$ cat config.mk
export PLATFORM = sky130hd
export DESIGN_NAME = irq_line_ctrl
export DESIGN_NICKNAME = d
export VERILOG_FILES = /design/src/rtl/irq_line_pkg.sv /design/src/rtl/irq_line_sync.sv /design/src/rtl/irq_line_regs.sv /design/src/rtl/irq_line_cell.sv /design/src/rtl/irq_line_ctrl.sv
export SDC_FILE = /design/constraint.sdc
export NUM_CORES = 1
export LEC_CHECK = 0
export BUFFER_PORTS_ARGS = -buffer_cell sky130_fd_sc_hd__buf_2
export CORE_MARGIN = 2
export CORE_UTILIZATION = 30
export DETAILED_ROUTE_END_ITERATION = 12
export PLACE_DENSITY = 0.56
export SYNTH_ARGS = -nofsm -noshare
export SYNTH_HDL_FRONTEND = slang
export SYNTH_HIERARCHICAL = 1
export SYNTH_SLANG_ARGS = --single-unit
$ cat constraint.sdc
create_clock -name clk -period 2.65 [get_ports clk]
set_clock_uncertainty 0.1 [all_clocks]
set_input_delay 0 -clock clk [delete_from_list [all_inputs] [get_ports clk]]
set_output_delay 0 -clock clk [all_outputs]
set_load 0.005 [all_outputs]
$ cat src/rtl/irq_line_pkg.sv
package irq_line_pkg;
   localparam int unsigned BUS_AW    = 8;
   localparam int unsigned BUS_DW    = 32;
   localparam int unsigned SLOT_W    = 4;
   localparam int unsigned SLOTS_PER = BUS_DW / SLOT_W;

   localparam logic [BUS_AW-1:0] OFS_MASK = 8'h00;
   localparam logic [BUS_AW-1:0] OFS_RISE = 8'h04;
   localparam logic [BUS_AW-1:0] OFS_FALL = 8'h08;
   localparam logic [BUS_AW-1:0] OFS_PEND = 8'h14;
   localparam logic [BUS_AW-1:0] OFS_SEL0 = 8'h20;

   function automatic logic [BUS_AW-1:0] sel_word_addr(input int unsigned line);
      return OFS_SEL0 + BUS_AW'(4 * (line / SLOTS_PER));
   endfunction
endpackage

$ cat src/rtl/irq_line_sync.sv
module irq_line_sync #(
   parameter int unsigned W = 1
) (
   input  logic         clk,
   input  logic         rst_n,
   input  logic [W-1:0] d_i,
   output logic [W-1:0] q_o
);
   logic [W-1:0] meta_q;
   logic [W-1:0] stab_q;

   always_ff @(posedge clk or negedge rst_n) begin
      if (!rst_n) begin
         meta_q <= '0;
         stab_q <= '0;
      end else begin
         meta_q <= d_i;
         stab_q <= meta_q;
      end
   end

   assign q_o = stab_q;
endmodule

$ cat src/rtl/irq_line_regs.sv
module irq_line_regs
   import irq_line_pkg::*;
#(
   parameter int unsigned NUM_LINES = 23,
   parameter int unsigned NUM_GPIO  = 16,
   parameter int unsigned SEL_W     = 3
) (
   input  logic                      clk,
   input  logic                      rst_n,
   input  logic                      psel,
   input  logic                      penable,
   input  logic                      pwrite,
   input  logic [BUS_AW-1:0]         paddr,
   input  logic [BUS_DW-1:0]         pwdata,
   output logic [BUS_DW-1:0]         prdata,
   input  logic [NUM_LINES-1:0]      pend_i,
   output logic [NUM_LINES-1:0]      mask_o,
   output logic [NUM_LINES-1:0]      rise_o,
   output logic [NUM_LINES-1:0]      fall_o,
   output logic [NUM_GPIO*SEL_W-1:0] sel_o,
   output logic [NUM_GPIO-1:0]       reload_o,
   output logic [NUM_LINES-1:0]      clr_o
);
   logic                      wr_en;
   logic [NUM_LINES-1:0]      mask_q, rise_q, fall_q;
   logic [NUM_GPIO*SEL_W-1:0] sel_q;
   logic [NUM_GPIO-1:0]       reload_q;
   logic                      bus_unused;

   assign wr_en      = psel & penable & pwrite;
   assign bus_unused = ^pwdata;

   always_ff @(posedge clk or negedge rst_n) begin
      if (!rst_n) begin
         mask_q   <= '0;
         rise_q   <= '0;
         fall_q   <= '0;
         sel_q    <= '0;
         reload_q <= '0;
      end else begin
         if (wr_en && paddr == OFS_MASK) mask_q <= pwdata[NUM_LINES-1:0];
         if (wr_en && paddr == OFS_RISE) rise_q <= pwdata[NUM_LINES-1:0];
         if (wr_en && paddr == OFS_FALL) fall_q <= pwdata[NUM_LINES-1:0];
         for (int g = 0; g < int'(NUM_GPIO); g++) begin
            if (wr_en && paddr == sel_word_addr(g)) begin
               sel_q[g*SEL_W +: SEL_W] <= pwdata[(g%SLOTS_PER)*SLOT_W +: SEL_W];
               reload_q[g] <= (pwdata[(g%SLOTS_PER)*SLOT_W +: SEL_W]
                               != sel_q[g*SEL_W +: SEL_W]);
            end else begin
               reload_q[g] <= 1'b0;
            end
         end
      end
   end

   always_comb begin
      prdata = '0;
      if (psel) begin
         unique case (paddr)
            OFS_MASK: prdata[NUM_LINES-1:0] = mask_q;
            OFS_RISE: prdata[NUM_LINES-1:0] = rise_q;
            OFS_FALL: prdata[NUM_LINES-1:0] = fall_q;
            OFS_PEND: prdata[NUM_LINES-1:0] = pend_i;
            default: begin
               for (int g = 0; g < int'(NUM_GPIO); g++) begin
                  if (paddr == sel_word_addr(g))
                     prdata[(g%SLOTS_PER)*SLOT_W +: SEL_W] = sel_q[g*SEL_W +: SEL_W];
               end
            end
         endcase
      end
   end

   assign clr_o    = (wr_en && paddr == OFS_PEND) ? pwdata[NUM_LINES-1:0] : '0;
   assign mask_o   = mask_q;
   assign rise_o   = rise_q;
   assign fall_o   = fall_q;
   assign sel_o    = sel_q;
   assign reload_o = reload_q;
endmodule

$ cat src/rtl/irq_line_cell.sv
module irq_line_cell (
   input  logic clk,
   input  logic rst_n,
   input  logic src_i,
   input  logic reload_i,
   input  logic rise_en_i,
   input  logic fall_en_i,
   input  logic mask_i,
   input  logic clr_i,
   output logic pend_o,
   output logic irq_o
);
   logic prev_q, pend_q, irq_q;
   logic rise_w, fall_w, set_w;

   assign rise_w = src_i & ~prev_q;
   assign fall_w = ~src_i & prev_q;
   assign set_w  = mask_i & ~reload_i & ((rise_w & rise_en_i) | (fall_w & fall_en_i));

   always_ff @(posedge clk or negedge rst_n) begin
      if (!rst_n) begin
         prev_q <= 1'b0;
         pend_q <= 1'b0;
         irq_q  <= 1'b0;
      end else begin
         prev_q <= src_i;
         pend_q <= set_w | (pend_q & ~clr_i);
         irq_q  <= pend_q & mask_i;
      end
   end

   assign pend_o = pend_q;
   assign irq_o  = irq_q;

   assert_pend_hold_R6: assert property (@(posedge clk) disable iff (!rst_n)
      (pend_q && !clr_i) |=> pend_q);
   assert_set_wins_R8: assert property (@(posedge clk) disable iff (!rst_n)
      set_w |=> pend_q);
   assert_masked_quiet_R5: assert property (@(posedge clk) disable iff (!rst_n)
      !mask_i |=> !irq_q);
   assert_drop_after_clear_R7: assert property (@(posedge clk) disable iff (!rst_n)
      !pend_q |=> !irq_q);
   assert_no_spurious_R10: assert property (@(posedge clk) disable iff (!rst_n)
      (reload_i && !pend_q) |=> !pend_q);
endmodule

$ cat src/rtl/irq_line_ctrl.sv
module irq_line_ctrl
   import irq_line_pkg::*;
#(
   parameter int unsigned NUM_LINES = 23,
   parameter int unsigned NUM_GPIO  = 16,
   parameter int unsigned NUM_PORTS = 8,
   parameter bit          EVT_SYNC  = 1'b1
) (
   input  logic                          clk,
   input  logic                          rst_n,
   input  logic                          psel,
   input  logic                          penable,
   input  logic                          pwrite,
   input  logic [7:0]                    paddr,
   input  logic [31:0]                   pwdata,
   output logic [31:0]                   prdata,
   input  logic [NUM_PORTS*NUM_GPIO-1:0] gpio_i,
   input  logic [NUM_LINES-NUM_GPIO-1:0] evt_i,
   output logic [NUM_LINES-1:0]          irq_o
);
   localparam int unsigned NUM_EVT = NUM_LINES - NUM_GPIO;
   localparam int unsigned NUM_PIN = NUM_PORTS * NUM_GPIO;
   localparam int unsigned SEL_W   = (NUM_PORTS > 1) ? $clog2(NUM_PORTS) : 1;

   initial begin
      assert (NUM_LINES <= BUS_DW) else $error("NUM_LINES exceeds bus width");
      assert (NUM_GPIO >= 1 && NUM_GPIO < NUM_LINES) else $error("bad NUM_GPIO");
      assert (NUM_PORTS >= 1 && NUM_PORTS <= (1 << SLOT_W)) else $error("bad NUM_PORTS");
   end

   logic [NUM_PIN-1:0]        gpio_s;
   logic [NUM_EVT-1:0]        evt_s;
   logic [NUM_LINES-1:0]      line_src, line_reload, mask, rise, fall, clr, pend;
   logic [NUM_GPIO*SEL_W-1:0] sel;
   logic [NUM_GPIO-1:0]       gpio_reload;

   irq_line_sync #(.W(NUM_PIN)) u_gpio_sync (
      .clk(clk), .rst_n(rst_n), .d_i(gpio_i), .q_o(gpio_s)
   );

   if (EVT_SYNC) begin : g_evt_sync
      irq_line_sync #(.W(NUM_EVT)) u_evt_sync (
         .clk(clk), .rst_n(rst_n), .d_i(evt_i), .q_o(evt_s)
      );
   end else begin : g_evt_direct
      assign evt_s = evt_i;
   end

   irq_line_regs #(
      .NUM_LINES(NUM_LINES), .NUM_GPIO(NUM_GPIO), .SEL_W(SEL_W)
   ) u_regs (
      .clk(clk), .rst_n(rst_n),
      .psel(psel), .penable(penable), .pwrite(pwrite),
      .paddr(paddr), .pwdata(pwdata), .prdata(prdata),
      .pend_i(pend), .mask_o(mask), .rise_o(rise), .fall_o(fall),
      .sel_o(sel), .reload_o(gpio_reload), .clr_o(clr)
   );

   for (genvar g = 0; g < NUM_GPIO; g++) begin : g_gpio_mux
      always_comb begin
         line_src[g] = 1'b0;
         for (int p = 0; p < int'(NUM_PORTS); p++) begin
            if (sel[g*SEL_W +: SEL_W] == SEL_W'(p))
               line_src[g] = gpio_s[p*NUM_GPIO + g];
         end
      end
      assign line_reload[g] = gpio_reload[g];
   end

   for (genvar e = 0; e < NUM_EVT; e++) begin : g_evt_line
      assign line_src[NUM_GPIO + e]    = evt_s[e];
      assign line_reload[NUM_GPIO + e] = 1'b0;
   end

   for (genvar n = 0; n < NUM_LINES; n++) begin : g_cell
      irq_line_cell u_cell (
         .clk(clk), .rst_n(rst_n),
         .src_i(line_src[n]), .reload_i(line_reload[n]),
         .rise_en_i(rise[n]), .fall_en_i(fall[n]),
         .mask_i(mask[n]), .clr_i(clr[n]),
         .pend_o(pend[n]), .irq_o(irq_o[n])
      );
   end

   assert_irq_needs_pend_R2: assert property (@(posedge clk) disable iff (!rst_n)
      (irq_o & ~$past(pend)) == '0);
endmodule

* After elaboration in Yosys (flattened, before gate mapping) *
Index checks and enable logic that the tools add are counted.

word-level totals
  word-level logic and storage cells = 723
  bits in registers = 472

operators by class
  reduce and logical (&&, ||, !) cells = 24
  equal/unequal tests = 133
  mux-type cells = 177
  bitwise logic cells = 310

operators by type and width
  cell                                                                   count
  3-bit equality test, second input constant                             64
  1-bit bitwise AND                                                      179
  1-bit 2-to-1 mux                                                       144
  3-bit by 2-bit equality test with 1-bit output, second input constant  32
  1-bit NOT                                                              85
  3-bit one-hot mux with 4 select lines                                  6
  3-bit 2-to-1 mux                                                       20
  3-bit by 1-bit equality test with 1-bit output, second input constant  16
  3-bit zero test                                                        16
  3-bit != test                                                          16
  23-bit 2-to-1 mux                                                      2
  1-bit OR                                                               46
  1-bit one-hot mux with 4 select lines                                  5
  8-bit by 6-bit equality test with 1-bit output, second input constant  2
  8-bit by 3-bit equality test with 1-bit output, second input constant  1
  8-bit by 4-bit equality test with 1-bit output, second input constant  1
  8-bit by 5-bit equality test with 1-bit output, second input constant  1
  8-bit zero test                                                        1
  1-bit logical AND                                                      6
  4-bit OR reduction                                                     1

* Depth between registers and ports, before layout *
Gate-level depths: netlist (run 1).

  depth in word-level cells = 15
  depth in mapped cells = 7
  mapped depth without buffers = 5

* Cells and area by module *
Netlist (run 1), hierarchy kept.

by module, submodules not included
  module                                 instances  sequential area each (um^2)  area each (um^2)  cells each
  irq_line_regs                          1          3328.2                       6769.0            538
  irq_line_sync (u_gpio_sync)            1          6406.1                       6406.1            256
  irq_line_cell                          23         75.1                         113.9             10
  irq_line_ctrl                          1          0.0                          1024.7            49
  irq_line_sync (g_evt_sync.u_evt_sync)  1          350.3                        350.3             14

* Worst setup path before layout (run 1) *
OpenSTA, ideal clock, no wires.

  kind = reg-to-reg
  start point = register u_regs.sel_q[1], in the netlist u_regs/sel_o[1]
  end point = register g_cell[0].u_cell.pend_q
  data required time = 2.429 ns
  arrival = 1.608 ns
  library setup time = 0.121 ns
  setup slack = 0.820 ns
  stages on the path, launching flop included = 6
  buffers on the path = 0
  cell sequence = dfrtp_1 > mux4_1 > mux2_2 > nand2_1 > o22ai_1 > a32o_2

on the way
  cells in the longest elaborated chain, start to end = 15

RTL lines
  element                            RTL line             source
  from (decl)                        irq_line_regs.sv:26  logic [NUM_GPIO*SEL_W-1:0] sel_q;
  from (signal, indexed assignment)  irq_line_regs.sv:46  sel_q[g*SEL_W +: SEL_W] <= pwdata[(g%SLOTS_PER)*SLOT_W +: SEL_W];
  3-bit zero test                    irq_line_ctrl.sv:63  if (sel[g*SEL_W +: SEL_W] == SEL_W'(p))
  1-bit 2-to-1 mux (7 in series)     irq_line_ctrl.sv:63
  1-bit 2-to-1 mux (*)               irq_line_ctrl.sv:63
  named net line_src[0]              irq_line_ctrl.sv:33  logic [NUM_LINES-1:0] line_src, line_reload, mask, rise, fall, clr, pend;
  1-bit NOT                          irq_line_cell.sv:17  assign fall_w = ~src_i & prev_q;
  1-bit bitwise AND                  irq_line_cell.sv:17
  1-bit bitwise AND                  irq_line_cell.sv:18  assign set_w = mask_i & ~reload_i & ((rise_w & rise_en_i) | (fall_w & fall_en_i));
  1-bit OR (*)                       irq_line_cell.sv:18
  1-bit bitwise AND (*)              irq_line_cell.sv:18
  1-bit OR (*)                       irq_line_cell.sv:27  pend_q <= set_w | (pend_q & ~clr_i);
  to (signal assigned)               irq_line_cell.sv:27
  to (decl)                          irq_line_cell.sv:13  logic prev_q, pend_q, irq_q;

Mark *: on every way through the listed nets, which the timed path passes. The rest lies on a longest branch.
A chain may end at the register's enable or synchronous reset.

* Final worst setup path (run 1) *
  start point = input port paddr[2]
  end point = output port prdata[14]

on the way
  cells in the longest elaborated chain, start to end = 5

RTL lines
  element                                         RTL line             source
  from (decl)                                     irq_line_ctrl.sv:14  input logic [7:0] paddr,
  8-bit by 6-bit equality test with 1-bit output  irq_line_regs.sv:66  if (paddr == sel_word_addr(g))
  3-bit 2-to-1 mux (2 in series)                  irq_line_regs.sv:66
  3-bit one-hot mux with 4 select lines (*)       irq_line_regs.sv:59  unique case (paddr)
  23-bit 2-to-1 mux (*)                           irq_line_regs.sv:58  if (psel) begin
  to (decl)                                       irq_line_ctrl.sv:16  output logic [31:0] prdata,

Mark *: on every way between the ends. The rest lies on a longest branch, timed or not.

==> results_tabular.tex, run 1 <==
\begin{tabular}{lr}
\hline
Metric & Value \\
\hline
\multicolumn{2}{l}{\textbf{Route}} \\
\quad Drt drc & 0 \\
\quad Via count & between 10000 and 15000 \\
\quad Detailed router's first-iteration violation count & 666 \\
\quad Routed WL per cell & a little under 20 um \\
\quad Vias per cell & approximately 4.5 \\
\quad Count of TritonRoute iterations in the first routing pass & 5 \\
\quad Aggregate routed wire length & 47280 um \\
\quad Post-DRT Antenna Nets & 0 \\
\multicolumn{2}{l}{\textbf{Synth}} \\
\quad Mean post-synth cell area & 15.79 sq um \\
\quad Async set-reset flop share out of synthesis & 100.0\% \\
\quad Number of enable flip-flop cells after synthesis & 0 \\
\quad Post-synthesis instance total & about 1100 \\
\quad Post-synthesis sequential area ratio & between 60\% and 70\% \\
\quad Number of synthesized register bits & $\sim$470 \\
\quad Leading cell types by total area after synthesis & sky130\_fd\_sc\_hd\_\_dfrtp\_1 (69\%), sky130\_fd\_sc\_hd\_\_mux2\_2 (7.3\%), sky130\_fd\_sc\_hd\_\_mux4\_1 (4.9\%), sky130\_fd\_sc\_hd\_\_xnor2\_1 (2.4\%), sky130\_fd\_sc\_hd\_\_and2\_1 (1.9\%) \\
\quad Most area-hungry cell type in the Yosys netlist & sky130\_fd\_sc\_hd\_\_dfrtp\_1 \\
\quad Count of unique library cells instantiated by Yosys & 38 \\
\quad Area of the mapped netlist & roughly 17000 sq um \\
\quad Top-area cell type share of the netlist area & about 70\% \\
\quad Yosys warning total & 6 \\
\quad Synth Flop Type & sky130\_fd\_sc\_hd\_\_dfrtp\_1 \\
\multicolumn{2}{l}{\textbf{Global route}} \\
\quad Initial antenna violation count & 7 \\
\quad Maximum number of pins on one net before global-route repair & 78 \\
\quad Residual overflow from global routing & 0 \\
\quad Number of global-route vias before repair & between 10000 and 15000 \\
\quad Wire length of the first global-routing pass & 73290 um \\
\quad Global routing usage summed across all routing layers & $\sim$16\% \\
\multicolumn{2}{l}{\textbf{Clock tree}} \\
\quad CTS tree & yes \\
\quad Cell at the root of the clock tree & sky130\_fd\_sc\_hd\_\_clkbuf\_16 \\
\quad Buffer levels on the longest clock path & 3 \\
\quad Num CTS Buffers & approximately 50 \\
\quad PostCTS Resize Cnt & 0 \\
\quad Clock transition time at the flip-flop clock pins of the worst setup and hold paths & 0.06 ns \\
\quad H-tree depth reported by CTS & 2 \\
\quad Clock tree sinks & $\sim$470 \\
\quad Skew-Pair Late Insertion Delay & roughly 0.60 ns \\
\multicolumn{2}{l}{\textbf{Timing}} \\
\quad Hold Fails Final Rpt & 0 \\
\quad Setup repair after global routing missed its margin & false \\
\quad Final worst path period share & 82.61\% \\
\quad Max-slew violation count & 0 \\
\quad Worst-case setup margin in the final layout & between 0.4 and 0.5 ns \\
\quad Sum of negative setup slack & 0 ns \\
\quad Worst slew pin tran & between 0.8 and 0.9 ns \\
\quad Setup violators final & 0 \\
\quad Final period demand of the worst path & $\sim$2.2 ns \\
\quad Upper clock frequency limit & around 0.46 GHz \\
\quad Max-Slew Margin vs Limit & a little over 40\% \\
\multicolumn{2}{l}{\textbf{Place}} \\
\quad Number of buffers inserted by port buffering & 228 \\
\quad Setup slack at placement & $\sim$0.43 ns \\
\quad HPWL after DPL & 29810 um \\
\quad Gp weighted congestion & 0.7567 \\
\quad Number of placed instances, taps included & between 2000 and 2500 \\
\multicolumn{2}{l}{\textbf{Worst setup path}} \\
\quad Critical path fanouts, max & 15 \\
\quad CP Data Arrival Time & 2.09 ns \\
\quad Launch point of the critical path & paddr[2] \\
\quad Worst-case register-to-register setup slack & $\sim$0.57 ns \\
\quad Capture point of the worst reg-to-reg path & g\_cell[6].u\_cell/pend\_o \\
\quad Launch instance of the worst register-to-register path & u\_regs/sel\_o[19] \\
\quad Type of destination of the critical path & output port \\
\quad Crit path to & prdata[14] \\
\quad Register-to-Register Path Depth & 5 \\
\quad Setup CP Type & in -> out \\
\quad CP Data Required Time & about 2.6 ns \\
\quad Category of the worst setup path launch point & primary input \\
\multicolumn{2}{l}{\textbf{Floorplanning}} \\
\quad Chip Height & $\sim$240 um \\
\quad Die outline width & 243.2 um \\
\quad Effective utilization at floorplan & 30.39\% \\
\quad Top-Level Pins & roughly 240 \\
\quad Site Rows & 87 \\
\quad Core area & 56500 sq um \\
\quad Die footprint & between 50000 and 60000 sq um \\
\multicolumn{2}{l}{\textbf{Power and ir drop}} \\
\quad IR Drop Worst-Case VDD & between 0.0005 and 0.0006 V \\
\quad Total power density per cell area & roughly 660 nW/um\^{}2 \\
\quad Total power consumption of the routed design & approximately 16 mW \\
\quad Pleak & approximately 11 nW \\
\multicolumn{2}{l}{\textbf{Cells and area}} \\
\quad Final Instance Count excl. Fillers & 2462 \\
\quad Top library cells by usage in the layout, fill and taps aside & sky130\_fd\_sc\_hd\_\_dfrtp\_1 (472), sky130\_fd\_sc\_hd\_\_dlygate4sd3\_1 (301), sky130\_fd\_sc\_hd\_\_buf\_2 (227) \\
\quad Growth of design area from synthesis to finish & 41.34\% \\
\quad Nets@finish & roughly 1800 \\
\quad Final Util & a little over two fifths \\
\quad Layout cell share with drive strength beyond 1 & 30.20\% \\
\quad Most frequent standard cell in the layout excluding fill and tap cells & sky130\_fd\_sc\_hd\_\_dfrtp\_1 \\
\multicolumn{2}{l}{\textbf{Min path}} \\
\quad Type of the tightest min-delay check & in -> reg \\
\multicolumn{2}{l}{\textbf{Run}} \\
\quad Count of max-cap constraint violations & 0 \\
\multicolumn{2}{l}{\textbf{Run status}} \\
\quad Status & completed \\
\hline
\end{tabular}
==> per-layer routing <==
metal / global-route usage, % / vias to the layer above / routed length [um]
met4: 4.980 / 4 / 1130
met5: 0 / - / 27
li1: - / 5016 / -
met1: 20.14 / 5690 / 19860
met2: 27.95 / 268 / 23710
met3: 3.826 / 85 / 2544
==> critical path, cell delays in order <==
cell and delay, ns:
sky130_fd_sc_hd__buf_2 0.41, sky130_fd_sc_hd__buf_4 0.37, sky130_fd_sc_hd__mux2i_1 0.20, sky130_fd_sc_hd__and3_1 0.26, sky130_fd_sc_hd__nand3_1 0.13, sky130_fd_sc_hd__buf_4 0.22, sky130_fd_sc_hd__o2bb2ai_1 0.29, sky130_fd_sc_hd__buf_2 0.18
==> area by class of cell <==
class                           instances  area [sq um]
Antenna cell                            4         10.01
Clock buffer                           69          1475
Clock inverter                         25         321.6
Fill cell                            5054         32230
Inverter                               46         172.7
Multi-Input combinational cell        525          4996
Sequential cell                       472         11810
Tap cell                              756         945.9
Timing Repair Buffer                  565          4534
==> registers in the layout (all words and copies together), names as in the netlist <==
name,flops
u_regs/reload_o,16
u_regs/sel_o,48
u_regs/fall_o,23
g_evt_sync.u_evt_sync/meta_q,7
g_evt_sync.u_evt_sync/q_o,7
u_gpio_sync/q_o,128
u_regs/mask_o,23
g_cell.u_cell/pend_o,23
g_cell.u_cell/irq_o,23
u_gpio_sync/meta_q,128
u_regs/rise_o,23
g_cell.u_cell/prev_q,23
==> power breakdown <==
part	switching, mW	total, mW	internal [mW]	leakage [nW]
combinational	0.413	0.954	0.541	4.33
sequential	0.103	7.56	7.46	5.91
clock	3.00	7.43	4.43	0.872
==> cells by family after synthesis <==
kind of cell           Yosys count  share of synthesized area (%)
AND/OR/NAND/NOR                145                          4.387
other                            2                        0.04374
buffers and inverters           98                          2.390
XOR/XNOR                        48                          2.449
multiplexers                   196                          15.87
AO/OA/AOI/OAI                  126                          6.063
flip-flops                     472                          68.79
==> synthesized netlist by cell type, types with 20 or more instances <==
library cell	count
sky130_fd_sc_hd__dfrtp_1	472
sky130_fd_sc_hd__mux2_2	112
sky130_fd_sc_hd__nand2_1	55
sky130_fd_sc_hd__and2_1	52
sky130_fd_sc_hd__xnor2_1	48
sky130_fd_sc_hd__inv_1	46
sky130_fd_sc_hd__o2bb2ai_1	34
sky130_fd_sc_hd__mux4_1	32
sky130_fd_sc_hd__mux2i_1	30
sky130_fd_sc_hd__a32o_2	23
sky130_fd_sc_hd__o22ai_1	23
sky130_fd_sc_hd__buf_1	22
sky130_fd_sc_hd__mux2_4	20
==> worst min-delay path by stage <==
| stage | start | end | slack, ns | cells after the start |
|---|---|---|---|---|
| floorplan | rst_n | g_cell[0].u_cell/irq_o | -0.40 | 0 |
| global placement | rst_n | u_gpio_sync/meta_q[46] | -0.05 | 1 |
| detailed placement | rst_n | u_gpio_sync/meta_q[62] | -0.04 | 1 |
| CTS | paddr[3] | u_regs/mask_o[0] | 0.02 | 4 |
| global route | paddr[3] | u_regs/mask_o[0] | 0.08 | 4 |
| finish | paddr[3] | u_regs/mask_o[0] | 0.09 | 4 |
==> what timing repair did <==
item | CTS | global route
hold buffers | 301 | 0
hold endpoints to repair | 763 | 0
buffers inserted | 0 | 0
==> metrics by stage <==
step                area [sq um]  hold slack [ns]
floorplan                  17200          -0.3956
global placement           19450         -0.04821
detailed placement         19450         -0.03690
CTS                        24260          0.02046
global route               24260          0.07690
finish                     24270          0.08826
Note: power is estimated with default switching activity, not from simulation.
==> run 2, diff against run 1 <==
- PLACE_DENSITY: 0.56 -> 0.58
- clock period: 2.65 -> 1.8 ns (I/O delays scaled with it)
==> results_tabular.tex, run 2 (synthesis results as in run 1) <==
\begin{tabular}{lr}
\hline
Metric & Value \\
\hline
\multicolumn{2}{l}{\textbf{Route}} \\
\quad Drt drc & 0 (unchanged) \\
\quad Aggregate routed wire length & 48260 um (+2.1\%) \\
\quad Routed WL per cell & 18.95 um (-1.3\%) \\
\quad Via count & 11463 (+3.6\%) \\
\quad Count of TritonRoute iterations in the first routing pass & 5 (unchanged) \\
\quad Post-DRT Antenna Nets & 0 (unchanged) \\
\quad Detailed router's first-iteration violation count & 678 (+1.8\%) \\
\quad Vias per cell & 4.501 (+0.16\%) \\
\multicolumn{2}{l}{\textbf{Timing}} \\
\quad Final worst path period share & 107.6\% \\
\quad Worst-case setup margin in the final layout & -0.1366 ns (-0.5973 ns) \\
\quad Setup violators final & 15 (+15) \\
\quad Upper clock frequency limit & around 0.52 GHz \\
\quad Setup repair after global routing missed its margin & true \\
\quad Final period demand of the worst path & 1.937 ns \\
\quad Max-slew violation count & 0 (unchanged) \\
\quad Hold Fails Final Rpt & 0 (unchanged) \\
\multicolumn{2}{l}{\textbf{Worst setup path}} \\
\quad Launch point of the critical path & u\_regs/sel\_o[33] \\
\quad Critical Path Stages & 6 (-2) \\
\quad Worst-case register-to-register setup slack & -0.14 ns (-0.71 ns) \\
\quad CP Data Required Time & 2.17 ns (-0.38 ns) \\
\quad Critical path fanouts, max & 3 (-12) \\
\quad Crit path to & g\_cell[11].u\_cell/pend\_o \\
\quad Worst stage delay on the critical path & 0.49 ns (+0.08 ns) \\
\quad Buffers and inverters on the worst path & 1 (-3) \\
\quad Register-to-Register Path Depth & 6 (+1) \\
\quad Cells along the critical path & buf\_12 > mux4\_2 > mux2\_4 > nand2\_2 > o22ai\_2 > a32o\_2 \\
\quad Setup CP Type & reg -> reg \\
\quad Crit path max-delay family & multiplexers \\
\quad Category of the worst setup path launch point & flop \\
\quad Capture point of the worst reg-to-reg path & g\_cell[11].u\_cell/pend\_o \\
\quad Type of destination of the critical path & flop \\
\quad CP Data Arrival Time & 2.31 ns (+0.22 ns) \\
\quad Slowest stage cell on the critical path & sky130\_fd\_sc\_hd\_\_mux4\_2 \\
\quad Launch instance of the worst register-to-register path & u\_regs/sel\_o[33] \\
\multicolumn{2}{l}{\textbf{Min path}} \\
\quad Type of the tightest min-delay check & in -> reg \\
\multicolumn{2}{l}{\textbf{Clock tree}} \\
\quad Skew-Pair Late Insertion Delay & 0.60 ns (about the same) \\
\quad CTS tree & yes \\
\quad Clock tree sinks & 472 (unchanged) \\
\quad Buffer levels on the longest clock path & 3 (unchanged) \\
\quad Clock transition time at the flip-flop clock pins of the worst setup and hold paths & 0.06 ns (about the same) \\
\quad H-tree depth reported by CTS & 2 (unchanged) \\
\quad Num CTS Buffers & 51 (unchanged) \\
\quad Cell at the root of the clock tree & sky130\_fd\_sc\_hd\_\_clkbuf\_16 \\
\multicolumn{2}{l}{\textbf{Global route}} \\
\quad Maximum number of pins on one net before global-route repair & 77 (-1.3\%) \\
\quad Global routing usage summed across all routing layers & 16.38\% (+0.15 points) \\
\quad Residual overflow from global routing & 0 (unchanged) \\
\quad Initial antenna violation count & 6 (-1) \\
\quad Number of global-route vias before repair & 12542 (+1.3\%) \\
\quad Wire length of the first global-routing pass & 74090 um (+1.1\%) \\
\multicolumn{2}{l}{\textbf{Place}} \\
\quad Gp weighted congestion & 0.7887 (+4.2\%) \\
\quad Area after DPL & 19820 sq um (+1.9\%) \\
\quad HPWL after DPL & 29650 um (-0.52\%) \\
\quad Number of buffers inserted by port buffering & 228 (unchanged) \\
\quad Number of placed instances, taps included & 2104 (+2.0\%) \\
\multicolumn{2}{l}{\textbf{Floorplanning}} \\
\quad Core area & 56500 sq um (unchanged) \\
\quad Die outline width & 243.2 um (unchanged) \\
\quad Chip Height & 243.2 um (unchanged) \\
\quad Die footprint & 59160 sq um (unchanged) \\
\quad Effective utilization at floorplan & 30.39\% (unchanged) \\
\quad Top-Level Pins & 235 (unchanged) \\
\quad Site Rows & 87 (unchanged) \\
\multicolumn{2}{l}{\textbf{Power and ir drop}} \\
\quad Part of the power in registers & 47.6\% (+0.2 points) \\
\quad Clock power frac & 45.7\% (-0.9 points) \\
\quad IR Drop Worst-Case VDD & 0.0006765 V (+29\%) \\
\quad Pleak & 11.55 nW (+4.0\%) \\
\quad Combinational cell fraction of total power & 6.7\% (+0.7 points) \\
\quad Total power consumption of the routed design & 23.38 mW (+47\%) \\
\quad Total net switching power & 5.244 mW (+49\%) \\
\quad Total power density per cell area & 921.1 nW/um\^{}2 (+40\%) \\
\quad Internal power & 18.13 mW (+46\%) \\
\quad Switching Fraction & 22.43\% (+0.38 points) \\
\multicolumn{2}{l}{\textbf{Run}} \\
\quad Count of max-cap constraint violations & 0 (unchanged) \\
\multicolumn{2}{l}{\textbf{Run status}} \\
\quad Status & finished, violations left \\
\quad Failing checks & negative setup slack \\
\multicolumn{2}{l}{\textbf{Cells and area}} \\
\quad Final Instance Count excl. Fillers & 2547 (+3.5\%) \\
\quad Layout cell share with drive strength beyond 1 & 39.00\% (+8.8 points) \\
\quad Nets@finish & 1927 (+4.7\%) \\
\quad Total non-filler cell area in the finished layout & 25380 sq um (+4.6\%) \\
\quad Final Util & 44.93\% (+2.0 points) \\
\quad Growth of design area from synthesis to finish & 47.84\% \\
\quad Top library cells by usage in the layout, fill and taps aside & sky130\_fd\_sc\_hd\_\_dfrtp\_1 (452), sky130\_fd\_sc\_hd\_\_dlygate4sd3\_1 (304), sky130\_fd\_sc\_hd\_\_buf\_2 (223) \\
\quad Most frequent standard cell in the layout excluding fill and tap cells & sky130\_fd\_sc\_hd\_\_dfrtp\_1 \\
\hline
\end{tabular}
-- run 2: cell types whose count changed in the layout (fill, tap and decap cells not counted), sizes merged --
cell,delta
dlygate4sd3,+3
clkinv,+1
inv,+2
clkbuf,-3
buf,+82
-- run 2: worst min path at each step --
stage                     startpoint                               to  slack [ns]  cells past startpoint
after floorplan                rst_n           g_cell[0].u_cell/irq_o       -0.40                      0
after global placement         rst_n              u_gpio_sync/q_o[66]       -0.17                      1
after detailed placement       rst_n              u_gpio_sync/q_o[98]       -0.17                      1
after CTS                   paddr[7]               u_regs/reload_o[3]       -0.03                      5
after global routing        evt_i[5]  g_evt_sync.u_evt_sync/meta_q[5]        0.02                      2
final                       paddr[0]               u_regs/reload_o[3]        0.02                      5
-- run 2: what timing repair did --
item                                   4_1_cts  5_1_grt
gates resized for setup                     65       43
hold buffers                               305        0
cloned                                       2        1
pin swaps                                   44       36
setup endpoints to repair                   33       39
setup buffers                               26       14
endpoints found under the hold margin      763        0
-- run 2: worst min-delay path, delay by kind of cell --
family | cells | cell delay (ns)
AOI/OAI and AO/OA | 1 | 0.06
buffers and inverters | 2 | 0.28
and+or+nand+nor | 2 | 0.29
-- run 2: layout make-up --
| cell class | instances | area [sq um] |
|---|---|---|
| Clock inverter | 28 | 311.5 |
| Inverter | 46 | 172.7 |
| Fill cell | 4978 | 31110 |
| Multi-Input combinational cell | 525 | 5236 |
| Tap cell | 756 | 945.9 |
| Timing Repair Buffer | 651 | 5470 |
| Clock buffer | 65 | 1399 |
| Sequential cell | 472 | 11840 |
| Antenna cell | 4 | 10.01 |
-- run 2: power groups by stage --
stage / clock network (mW) / logic, mW / registers (mW)
6_report: 10.7 / 1.56 / 11.1
5_1_grt: 11.5 / 1.71 / 11.2
4_1_cts: 11.0 / 1.54 / 11.1
3_5_place_dp: 0 / 0.962 / 11.3
3_3_place_gp: 0 / 0.944 / 11.3
2_1_floorplan: 0 / 0.342 / 11.3
-- run 2: per-layer routing --
layer / track usage [%] / share of wire (%)
met3: 3.350 / 5.5
met5: 0 / 0.015
met4: 5.521 / 2.6
met2: 27.16 / 49
met1: 21.39 / 43
-- run 2: metrics by stage --
step           setup TNS [ns]  setup WS, ns  hold slack, ns
3_5_place_dp           -15.49       -0.3444         -0.1656
3_3_place_gp           -14.53       -0.3307         -0.1708
4_1_cts                -1.148       -0.1303        -0.02709
2_1_floorplan         -0.1762     -0.008484         -0.3956
5_1_grt                -2.121       -0.1792         0.01817
6_report              -0.7466       -0.1366         0.02088
